`src/rtl/sp_stat_pkg.sv`:
```
package sp_stat_pkg;

    localparam int BUS_W    = 32;
    localparam int BYTE_W   = 8;
    localparam int FLAG_LSB = 5;
    localparam int FLAG_N   = 5;
    localparam int FLAG_MSB = FLAG_LSB + FLAG_N - 1;

    // Packed so that the MSB lands on status bit 9 and the LSB on bit 5.
    typedef struct packed {
        logic cts_chg;
        logic brk;
        logic tx_empty;
        logic tx_done;
        logic rx_full;
    } flags_t;

    typedef struct packed {
        flags_t              fl;
        logic                tdc_armed;
        logic [BYTE_W-1:0]   rx_byte;
    } core_st_t;

    localparam flags_t FLAGS_RST = '{cts_chg: 1'b0, brk: 1'b0, tx_empty: 1'b1,
                                     tx_done: 1'b1, rx_full: 1'b0};

endpackage

```
`src/rtl/sp_bus_dec.sv`:
```
module sp_bus_dec #(
    parameter int ADDR_W   = 8,
    parameter int STAT_OFS = 0,
    parameter int DATA_OFS = 4
) (
    input  logic [ADDR_W-1:0] bus_addr,
    input  logic              bus_rd,
    input  logic              bus_wr,
    output logic              stat_rd,
    output logic              stat_wr,
    output logic              data_rd,
    output logic              data_wr
);
    localparam int WA_W = ADDR_W - 2;
    localparam logic [WA_W-1:0] STAT_WA = WA_W'(STAT_OFS >> 2);
    localparam logic [WA_W-1:0] DATA_WA = WA_W'(DATA_OFS >> 2);

    logic [WA_W-1:0] word_a;
    logic            hit_stat;
    logic            hit_data;
    logic            unused_lsb;

    assign word_a     = bus_addr[ADDR_W-1:2];
    assign unused_lsb = ^bus_addr[1:0];

    always_comb begin
        hit_stat = (word_a == STAT_WA);
        hit_data = (word_a == DATA_WA);
        stat_rd  = bus_rd & hit_stat;
        stat_wr  = bus_wr & hit_stat;
        data_rd  = bus_rd & hit_data;
        data_wr  = bus_wr & hit_data;
    end
endmodule

```
`src/rtl/sp_cts_sync.sv`:
```
module sp_cts_sync #(
    parameter int   STAGES = 2,
    parameter logic IDLE   = 1'b1
) (
    input  logic clk,
    input  logic rst_n,
    input  logic cts_line,
    output logic cts_lvl,
    output logic cts_edge
);
    // STAGES synchroniser flops plus one history flop for edge detection.
    localparam int CHAIN_W = STAGES + 1;

    logic [CHAIN_W-1:0] chain_d, chain_q;

    always_comb begin
        chain_d = {chain_q[CHAIN_W-2:0], cts_line};
    end

    always_ff @(posedge clk or negedge rst_n) begin
        if (!rst_n) chain_q <= {CHAIN_W{IDLE}};
        else        chain_q <= chain_d;
    end

    assign cts_lvl  = chain_q[STAGES-1];
    assign cts_edge = chain_q[STAGES] ^ chain_q[STAGES-1];
endmodule

```
`src/rtl/sp_flag_core.sv`:
```
module sp_flag_core
    import sp_stat_pkg::*;
(
    input  logic              clk,
    input  logic              rst_n,
    input  logic              stat_rd,
    input  logic              stat_wr,
    input  logic              data_rd,
    input  logic              data_wr,
    input  flags_t            wr_bits,
    input  logic              ev_tx_load,
    input  logic              ev_tx_done,
    input  logic              ev_rx_valid,
    input  logic [BYTE_W-1:0] ev_rx_byte,
    input  logic              ev_break,
    input  logic              cts_edge,
    output flags_t            flags,
    output logic [BYTE_W-1:0] rx_byte
);
    core_st_t st_d, st_q;

    always_comb begin
        st_d = st_q;

        // Software clears first; hardware sets below override them.
        if (stat_wr) begin
            if (!wr_bits.cts_chg) st_d.fl.cts_chg = 1'b0;
            if (!wr_bits.brk)     st_d.fl.brk     = 1'b0;
            if (!wr_bits.tx_done) st_d.fl.tx_done = 1'b0;
            if (!wr_bits.rx_full) st_d.fl.rx_full = 1'b0;
        end
        if (data_wr) begin
            st_d.fl.tx_empty = 1'b0;
            if (st_q.tdc_armed) st_d.fl.tx_done = 1'b0;
        end
        if (data_rd) st_d.fl.rx_full = 1'b0;

        // Read-then-write latch for the transmission-finished flag.
        if (stat_rd && st_q.fl.tx_done)     st_d.tdc_armed = 1'b1;
        if (data_wr)                        st_d.tdc_armed = 1'b0;
        if (stat_wr && !wr_bits.tx_done)    st_d.tdc_armed = 1'b0;
        if (ev_tx_done)                     st_d.tdc_armed = 1'b0;

        // Hardware sets win over same-cycle clears.
        if (cts_edge)    st_d.fl.cts_chg  = 1'b1;
        if (ev_break)    st_d.fl.brk      = 1'b1;
        if (ev_tx_load)  st_d.fl.tx_empty = 1'b1;
        if (ev_tx_done)  st_d.fl.tx_done  = 1'b1;
        if (ev_rx_valid) begin
            st_d.fl.rx_full = 1'b1;
            st_d.rx_byte    = ev_rx_byte;
        end
    end

    always_ff @(posedge clk or negedge rst_n) begin
        if (!rst_n) begin
            st_q.fl        <= FLAGS_RST;
            st_q.tdc_armed <= 1'b0;
            st_q.rx_byte   <= '0;
        end else begin
            st_q <= st_d;
        end
    end

    assign flags   = st_q.fl;
    assign rx_byte = st_q.rx_byte;
endmodule

```
`src/rtl/sp_stat_regs.sv`:
```
module sp_stat_regs
    import sp_stat_pkg::*;
#(
    parameter int   ADDR_W      = 8,
    parameter int   STAT_OFS    = 0,
    parameter int   DATA_OFS    = 4,
    parameter int   SYNC_STAGES = 2,
    parameter logic CTS_IDLE    = 1'b1
) (
    input  logic              clk,
    input  logic              rst_n,
    input  logic [ADDR_W-1:0] bus_addr,
    input  logic              bus_rd,
    input  logic              bus_wr,
    input  logic [31:0]       bus_wdata,
    output logic [31:0]       bus_rdata,
    input  logic              ev_tx_load,
    input  logic              ev_tx_done,
    input  logic              ev_rx_valid,
    input  logic [7:0]        ev_rx_byte,
    input  logic              ev_break,
    input  logic              cts_line,
    output logic              txd_wr_stb,
    output logic [7:0]        txd_wr_byte
);
    logic              stat_rd, stat_wr, data_rd, data_wr;
    logic              cts_lvl, cts_edge;
    flags_t            flags;
    flags_t            wr_bits;
    logic [FLAG_N-1:0] flags_w;
    logic [BYTE_W-1:0] rx_byte;
    logic              unused_bits;

    assign wr_bits     = flags_t'(bus_wdata[FLAG_MSB:FLAG_LSB]);
    assign flags_w     = flags;
    assign unused_bits = ^{bus_wdata[BUS_W-1:FLAG_MSB+1], cts_lvl};

    sp_bus_dec #(
        .ADDR_W   (ADDR_W),
        .STAT_OFS (STAT_OFS),
        .DATA_OFS (DATA_OFS)
    ) u_dec (
        .bus_addr (bus_addr),
        .bus_rd   (bus_rd),
        .bus_wr   (bus_wr),
        .stat_rd  (stat_rd),
        .stat_wr  (stat_wr),
        .data_rd  (data_rd),
        .data_wr  (data_wr)
    );

    sp_cts_sync #(
        .STAGES (SYNC_STAGES),
        .IDLE   (CTS_IDLE)
    ) u_cts (
        .clk      (clk),
        .rst_n    (rst_n),
        .cts_line (cts_line),
        .cts_lvl  (cts_lvl),
        .cts_edge (cts_edge)
    );

    sp_flag_core u_core (
        .clk         (clk),
        .rst_n       (rst_n),
        .stat_rd     (stat_rd),
        .stat_wr     (stat_wr),
        .data_rd     (data_rd),
        .data_wr     (data_wr),
        .wr_bits     (wr_bits),
        .ev_tx_load  (ev_tx_load),
        .ev_tx_done  (ev_tx_done),
        .ev_rx_valid (ev_rx_valid),
        .ev_rx_byte  (ev_rx_byte),
        .ev_break    (ev_break),
        .cts_edge    (cts_edge),
        .flags       (flags),
        .rx_byte     (rx_byte)
    );

    always_comb begin
        bus_rdata = '0;
        if (stat_rd)      bus_rdata[FLAG_MSB:FLAG_LSB] = flags;
        else if (data_rd) bus_rdata[BYTE_W-1:0]        = rx_byte;
    end

    assign txd_wr_stb  = data_wr;
    assign txd_wr_byte = bus_wdata[BYTE_W-1:0];
endmodule

```
`config.mk`:
```
export PLATFORM = sky130hd
export DESIGN_NAME = sp_stat_regs
export DESIGN_NICKNAME = d
export VERILOG_FILES = /design/src/rtl/sp_stat_pkg.sv /design/src/rtl/sp_bus_dec.sv /design/src/rtl/sp_cts_sync.sv /design/src/rtl/sp_flag_core.sv /design/src/rtl/sp_stat_regs.sv
export SDC_FILE = /design/constraint.sdc
export NUM_CORES = 1
export LEC_CHECK = 0
export BUFFER_PORTS_ARGS = -buffer_cell sky130_fd_sc_hd__buf_2
export CAP_MARGIN = 20
export CORE_ASPECT_RATIO = 1.2
export CORE_UTILIZATION = 25
export DETAILED_ROUTE_END_ITERATION = 6
export PLACE_DENSITY_LB_ADDON = 0.1
export SYNTH_ARGS = -nofsm -noshare
export SYNTH_HDL_FRONTEND = slang
export SYNTH_SLANG_ARGS = --single-unit
```
`constraint.sdc`:
```
create_clock -name clk -period 1.42 [get_ports clk]
set_clock_uncertainty 0.15 [all_clocks]
set_input_delay 0.213 -clock clk [delete_from_list [all_inputs] [get_ports clk]]
set_output_delay 0.213 -clock clk [all_outputs]
set_load 0.01 [all_outputs]
```
== Word-level counts from Yosys, hierarchy flattened ==
Index checks and enable logic that the tools add are counted.

* Bits in registers: 17
* Bits in latches: 0
* RAM bits: 0
* ROM bits: 0
* Output and inout bits: 41
* Logic and storage cells: 51
* Memories kept: 0

* Add/sub/neg operators: 0
* Multiply operators: 0
* Div/mod/pow operators: 0
* Magnitude comparators: 0
* Equal/unequal tests: 4
* Shifts and indexed selects: 0
* Multiplexer cells: 22
* Bitwise logic cells: 5
* Reduce and logical (&&, ||, !) cells: 12

{| class="wikitable"
|+ Operators with widths
! kind !! number
|-
| 2-to-1 mux 1 bit || 15
|-
| 2-to-1 mux 2 bit || 4
|-
| 2-to-1 mux 8 bit || 1
|-
| == test 6 x 1 -> 1 bit (second input constant) || 1
|-
| zero test 6 bit || 1
|-
| AND reduction 2 bit || 3
|-
| nonzero test 2 bit || 3
|-
| 2-to-1 mux 5 bit || 1
|-
| AND 1 bit || 4
|-
| != test 2 x 1 -> 1 bit (second input constant) || 2
|-
| nonzero test 4 bit || 1
|-
| 2-to-1 mux 3 bit || 1
|-
| != test 3 x 1 -> 1 bit (second input constant) || 1
|-
| nonzero test 3 bit || 1
|-
| logical AND 1 bit || 2
|-
| zero test 1 bit || 1
|-
| XOR 1 bit || 1
|}

== Logic depth before layout (Yosys ltp) ==
Gate-level depths: netlist of the first run.

* Depth after elaboration: 7
* Depth in mapped cells: 4

== By module ==
Synthesis of the first run repeated with hierarchy kept, for this count alone.

* Cells, all modules: 107
* Area total of the unflattened synthesis: 1141.1 µm²

{| class="wikitable"
|+ Modules (own cells, without submodules)
! module !! instances !! cells an instance !! area each (µm²)
|-
| sp_flag_core || 1 || 51 || 681.9
|-
| sp_stat_regs || 1 || 44 || 311.5
|-
| sp_cts_sync || 1 || 4 || 87.6
|-
| sp_bus_dec || 1 || 8 || 60.1
|}

== Worst setup path after synthesis of the first run ==
No wires, ideal clock.

* Kind: in2out
* Start point: in bus_addr[5]
* End point: out bus_rdata[8]
* Arrival: 1.140 ns
* Path slack: -0.083 ns
* Stages: 3
* Path buffers: 0
* Path through: nor4_1 -> nand3_1 -> nor3b_1

* Cells in the longest elaborated chain, start to end: 3

{| class="wikitable"
|+ RTL lines
! what !! line !! RTL
|-
| start, declared || sp_stat_regs.sv:12 || <nowiki>input logic [ADDR_W-1:0] bus_addr,</nowiki>
|-
| zero test 6 bit || sp_bus_dec.sv:27 || <nowiki>hit_stat = (word_a == STAT_WA);</nowiki>
|-
| AND 1 bit || sp_bus_dec.sv:29 || <nowiki>stat_rd = bus_rd & hit_stat;</nowiki>
|-
| 2-to-1 mux 2 bit || sp_stat_regs.sv:83 || <nowiki>if (stat_rd) bus_rdata[FLAG_MSB:FLAG_LSB] = flags;</nowiki>
|-
| end, declared || sp_stat_regs.sv:16 || <nowiki>output logic [31:0] bus_rdata,</nowiki>
|}

No other way between the ends.

== Worst setup path after layout of the first run ==
* Start point: in bus_addr[5]
* End point: out bus_rdata[9]

Same word-level chain as after synthesis.

==> results of run 1 <==
routing by layer:
layer | up-vias | global-route usage (%)
met5 | - | 0
met4 | 0 | 4.80
met3 | 9 | 2.85
met2 | 44 | 17.8
met1 | 362 | 11.8
li1 | 377 | -
path summary, 6_finish.rpt:
kind | start | end | slack [ns] | cells past startpoint
worst max register to register | u_core.flags[1] | u_core.st_q[8] | 0.22 | 3
worst min register to register | u_cts.chain_q[0] | u_cts.chain_q[1] | 0.21 | 0
min in group asynchronous | rst_n | u_core.rx_byte[4] | 0.26 | 2
max in group asynchronous | rst_n | u_core.flags[1] | 0.54 | 2
worst min-delay path | ev_tx_done | u_core.flags[1] | 0.02 | 2
worst max-delay path | bus_addr[5] | bus_rdata[9] | -0.15 | 6
layout make-up:
class / instances / area (um^2) / area share (%)
Timing Repair Buffer: 47 / 293 / 22.2
Multi-Input combinational cell: 72 / 470 / 35.7
Tap cell: 54 / 67.6 / 5.12
Inverter: 3 / 11.3 / 0.854
Sequential cell: 17 / 432 / 32.7
Clock buffer: 4 / 45.0 / 3.42
cells in the mapped netlist:
| cell | instances |
|---|---|
| xnor2_1 | 1 |
| a31oi_1 | 1 |
| o211a_1 | 1 |
| buf_4 | 30 |
| dfrtp_1 | 12 |
| a211o_1 | 1 |
| inv_1 | 3 |
| or3b_2 | 1 |
| nor4_1 | 2 |
| a21oi_1 | 2 |
| mux2i_1 | 3 |
| nor3b_1 | 2 |
| dfstp_2 | 5 |
| conb_1 | 1 |
| and3_1 | 6 |
| nand2b_1 | 1 |
| nor3_1 | 2 |
| o41ai_1 | 1 |
| o2111ai_1 | 1 |
| or4_4 | 1 |
| nor2_1 | 8 |
| o21ai_0 | 1 |
| clkbuf_1 | 3 |
| nand2_1 | 6 |
| mux2_2 | 8 |
| nand3_1 | 1 |
metrics by stage:
stage	utilization, %	setup slack (ns)	instance area (um^2)	instances
final	33.5	-0.152	1320	197
after global routing	33.5	-0.197	1320	197
after CTS	33.4	-0.178	1320	197
after detailed placement	30.3	-0.217	1190	190
after global placement	30.3	-0.242	1190	190
after floorplan	-	0.0110	1130	125
worst max-delay path: stages:
cell	delay, ns
buf_8	0.10
nor4_4	0.30
nand3_1	0.13
buf_6	0.15
nor3b_2	0.16
buf_2	0.15
what timing repair did:
action,in CTS,in global routing
setup buffers,1,0
gates resized for setup,12,1
hold buffers,2,0
setup endpoints to repair,11,11
pin swaps,5,4
endpoints found under the hold margin,13,0
logic make-up (layout without fill, tap and decap cells):
family	after synthesis	count (layout)	synth area share, %
other	1	22	0.365
AOI/OAI and AO/OA	8	8	5.60
DFF	17	17	42.0
muxes	11	11	11.7
and+or+nand+nor	30	30	15.4
xor gates and xnor gates	1	1	0.852
buffers and inverters	36	54	24.1
cell usage in the layout (no fill, tap or decap), types with 2 or more instances in the layout:
cell	count
clkbuf_8	3
buf_2	35
inv_1	3
nor2_1	7
mux2_2	8
mux2i_1	2
a21oi_1	2
and3_1	5
dfrtp_1	12
conb_1	22
buf_6	4
buf_4	5
nand2_1	6
dfstp_2	5
dlygate4sd3_1	2
nor3b_2	2
flip-flops by register name, summed over array words and instances (netlist names):
signal,flops
u_core.flags,5
u_core.rx_byte,8
u_core.st_q,1
u_cts.chain_q,3
power groups by stage:
stage                     sequential (uW)  clock [uW]  combinational (uW)
final                                 529         358                 176
after global routing                  532         389                 198
after CTS                             530         373                 177
after detailed placement              538           0                 161
after global placement                537           0                 158
after floorplan                       534           0                 153
==> qor.txt, run 1 <==
Status -> complete, but fails checks
Failing checks -> setup timing
Setup TNS -> -1.28 ns
P_sw -> 265 uW
Critical path peak fanout -> 5
Tcrit/Tclk final -> 111%
Met3 WL -> 219 um
Number of global-route vias before repair -> 747
Clk pwr share -> 33.7%
MaxCap Viol Count -> 0
Drt wl/cell -> 11.1 um
Layout cells sized above 1 -> 49.0%
CP endpoint kind -> output pin
Drt total wl -> 2180 um
Die W -> 60.6 um
Yosys top cell area share -> 29.2%
Unrepaired setup endpoints after global routing -> yes
Grt ovf -> 0
Top Layer Used -> met4
TritonCTS clock tree -> yes
Mapped Area -> 1030 um^2
Largest net degree at the start of global routing -> 18
Top Ports -> 98
Yosys warns -> 0
Sw Ratio -> 24.9%
Combinational power share -> 16.5%
GRT Resource Usage Total -> 10.4%
Fillers -> 430
Flop pwr share -> 49.8%
Power consumption -> 1060 uW
Global-route wire length before repair -> 3370 um
Cell Pwr Density -> 806 nW/um^2
Initial Util -> 26.1%
Wl on met1 -> 840 um
Via count -> 792
Final Hold Vio Count -> 0
Max Slew Vio Count -> 0
Hold_ws -> 0.0198 ns
Worst IR Drop VDD -> 0.000481 V
Vias per inst -> 4.02
Sink Count -> 17
RePlAce Congestion -> 0.667
Fin crit period -> 1.57 ns
Critical Path Start Type -> input port
HPWL after DPL -> 1750 um
Static Leakage -> 0.000673 uW
Antenna Nets Post-Route -> 0
Clock-pin slew on the worst setup and hold paths -> 0.06 ns
Root Driver -> clkbuf_8
Initial drt markers -> 14
Initial antenna violation count -> 0
Synthesis-stage register bit count -> 17
Max Clk Rate -> 636 MHz
Core ar. -> 3940 um^2
Cts bufs inserted -> 3
Pint -> 798 uW
Height of the die -> 72.3 um
DRC -> 0
Worst setup margin -> -0.152 ns
Final nets -> 201
Largest cells by area after synthesis -> dfrtp_1, buf_4, dfstp_2, mux2_2, and3_1
CTS Buffer Depth -> 2
Site Rows -> 25
Die area -> 4380 um^2
Port Buffer Count -> 39
Syn Inst Count -> 104
Layout area overhead -> 28.2%
Sequential element share of the synthesized area -> 42.0%
Mean post-synth cell area -> 9.89 um^2
Pre-antenna DRT Iters -> 3
H-tree depth -> 1
Final setup violation count -> 11
HP Class -> in -> reg
Distinct cells, synth -> 26
Worst-Skew Late Latency -> 0.25 ns
Crit path DAT -> 1.21 ns
Critical path type -> in -> out
Metal2 WL -> 1070 um
ANT cells -> 0
Req. time, crit path -> 1.06 ns
Cell taking the most area after synthesis -> dfrtp_1
Power figures use the tool's default switching activity.
==> run 2: changes to the inputs <==
- clock period: 1.42 -> 1.61 ns (I/O delays scaled with it)
==> run 2 against run 1 <==
  * The run still ends with setup timing left
  * Total power down 13%
  * Routed wire length up 3.4%
  * Combinational power down 11%
  * Clock power down 14%
  * Via count down 2.1%
  * Sequential cell count unchanged
  * Worst setup slack better by 0.10 ns
  * Die area unchanged
  * Critical path depth unchanged
  * Cell count down 0.51%
  * Final area up 5.3%
  * Largest cell class unchanged
==> qor.txt, run 2 (synthesized netlist as in run 1, its figures left out) <==
ANT cells -> 0 (unchanged)
Height of the die -> 72.3 um (unchanged)
Drt wl/cell -> 11.5 um (+4.0%)
Port Buffer Count -> 39 (unchanged)
Max Clk Rate -> 603 MHz
Worst Min Path Start -> ev_tx_done
DRC -> 0 (unchanged)
Placement Cell Area -> 1160 um^2 (-2.4%)
Static Leakage -> 0.000670 uW (-0.45%)
Worst setup margin -> -0.0475 ns (+0.104 ns)
Root Driver -> clkbuf_8
Antenna Nets Post-Route -> 0 (unchanged)
GRT Resource Usage Total -> 10.5% (+0.073 points)
Grt ovf -> 0 (unchanged)
Crit path DAT -> 1.27 ns (+0.06 ns)
Worst IR Drop VDD -> 0.000478 V (-0.69%)
TritonCTS clock tree -> yes
Register Area -> 432 um^2 (unchanged)
Worst Path Buf+Inv -> 3 (unchanged)
Flop pwr share -> 50.2% (+0.4 points)
Drt total wl -> 2260 um (+3.4%)
Number of global-route vias before repair -> 755 (+1.1%)
CTS Buffer Depth -> 2 (unchanged)
Most used cell, CP -> and3_4
CP delay by family, top -> simple AND/OR/NAND/NOR gates
CP endpoint kind -> output pin
Pre-CTS WS -> -0.208 ns (+0.00985 ns)
Clock-pin slew on the worst setup and hold paths -> 0.06 ns (about the same)
Cell Pwr Density -> 669 nW/um^2 (-17%)
H-tree depth -> 1 (unchanged)
Via count -> 775 (-2.1%)
Max Slew Vio Count -> 0 (unchanged)
P_sw -> 230 uW (-13%)
Power consumption -> 929 uW (-13%)
Site Rows -> 25 (unchanged)
Unrepaired setup endpoints after global routing -> yes
Global-route wire length before repair -> 3410 um (+1.2%)
CP max stage cell -> nor4_4
Top Ports -> 98 (unchanged)
Reg2reg start -> u_core.flags[1]
Slowest cell delay on critical path -> 0.25 ns (-0.05 ns)
Most frequent cells in the layout -> buf_2, conb_1, dfrtp_1
Tcrit/Tclk final -> 103%
Critical path peak fanout -> 5 (unchanged)
Vias per inst -> 3.95 (-1.6%)
Most flop-heavy register -> u_core.rx_byte
Core ar. -> 3940 um^2 (unchanged)
Die area -> 4380 um^2 (unchanged)
Critical path type -> in -> out
Combinational power share -> 16.7% (+0.2 points)
HPWL after DPL -> 1660 um (-5.3%)
Multi-input logic area -> 519 um^2 (+10%)
Sw Ratio -> 24.7% (-0.21 points)
Layout area overhead -> 35.0%
Pint -> 699 uW (-12%)
Final setup violation count -> 5 (-6)
Req. time, crit path -> 1.22 ns (+0.16 ns)
Layout cells sized above 1 -> 52.8% (+3.9 points)
Initial drt markers -> 8 (-6)
Sink Count -> 17 (unchanged)
Clk pwr share -> 33.0% (-0.7 points)
RePlAce Congestion -> 0.723 (+8.4%)
Failing checks -> setup timing
Crit path launch -> bus_addr[6]
Largest net degree at the start of global routing -> 18 (unchanged)
Most common cell after layout, fill and taps aside -> buf_2
Pre-antenna DRT Iters -> 4 (+1)
Worst-Skew Late Latency -> 0.24 ns (about the same)
Status -> complete, but fails checks
Initial antenna violation count -> 0 (unchanged)
Final nets -> 200 (-0.50%)
Fillers -> 421 (-2.1%)
Initial Util -> 26.1% (unchanged)
Fin crit period -> 1.66 ns
Cts bufs inserted -> 3 (unchanged)
Post-Route Utilization -> 35.2% (+1.8 points)
Die W -> 60.6 um (unchanged)
MaxCap Viol Count -> 0 (unchanged)
Cell Chain, Critical Path -> buf_8 > nor4_4 > buf_4 > and3_4 > and3_4 > buf_6
Final Hold Vio Count -> 0 (unchanged)
HP Class -> in -> reg
Largest register FFs -> 8 (unchanged)
Critical Path Start Type -> input port
Design area -> 1390 um^2 (+5.3%)
==> run 2: changes by cell type in the layout (fill, tap and decap cells not counted), sizes merged <==
cell,previous run,this run
buf,45,44
==> run 2: what timing repair did <==
action / 4_1_cts / 5_1_grt
endpoints found under the hold margin: 13 / 0
pin swaps: 7 / 4
setup endpoints to repair: 11 / 11
setup buffers: 0 / 1
gates cloned: 0 / 0
resized for setup: 23 / 7
hold buffers: 2 / 0
==> run 2: through the flow <==
stage	instances	hold WS [ns]	TNS (ns)
global placement	189	0.0356	-1.66
detailed placement	189	0.0405	-1.67
floorplan	125	-0.204	0
finish	196	0.0692	-0.215
global route	196	0.0554	-0.977
CTS	195	0.0605	-0.406
==> run 2: path summary, 6_finish.rpt <==
| kind | end | slack [ns] | cells after the start |
|---|---|---|---|
| setup / recovery | bus_rdata[0] | -0.05 | 6 |
| min in group asynchronous | u_core.rx_byte[3] | 0.30 | 2 |
| setup reg to reg | u_core.st_q[8] | 0.47 | 3 |
| hold reg to reg | u_cts.chain_q[1] | 0.21 | 0 |
| hold / removal | u_core.flags[1] | 0.07 | 2 |
| max in group asynchronous | u_core.flags[2] | 0.69 | 2 |
==> run 2: power by group through the flow <==
| stage | combinational, uW | sequential [uW] | clock (uW) |
|---|---|---|---|
| after floorplan | 134 | 471 | 0 |
| after detailed placement | 133 | 474 | 0 |
| after global placement | 133 | 473 | 0 |
| after CTS | 151 | 468 | 324 |
| after global routing | 175 | 469 | 348 |
| final | 156 | 467 | 307 |
==> run 2: area by class of cell <==
cell class | instances | area share [%]
Multi-Input combinational cell | 72 | 37.4
Inverter | 3 | 0.811
Sequential cell | 17 | 31.1
Timing Repair Buffer | 46 | 22.6
Clock buffer | 4 | 3.24
Tap cell | 54 | 4.86
==> run 2: routing by layer <==
metal	global-route usage [%]	up-vias	routed length (um)
met3	3.21	4	237
met5	0	-	0
met4	4.80	0	17
li1	-	379	-
met1	13.4	345	891
met2	16.1	47	1110
==> run 2: worst reg2reg max path: cells and delay by family, from the launching register on <==
| kind | cells | cell delay, ns |
|---|---|---|
| AND/OR/NAND/NOR | 2 | 0.22 |
| AO/OA/AOI/OAI | 1 | 0.16 |
| flip-flops | 1 | 0.55 |
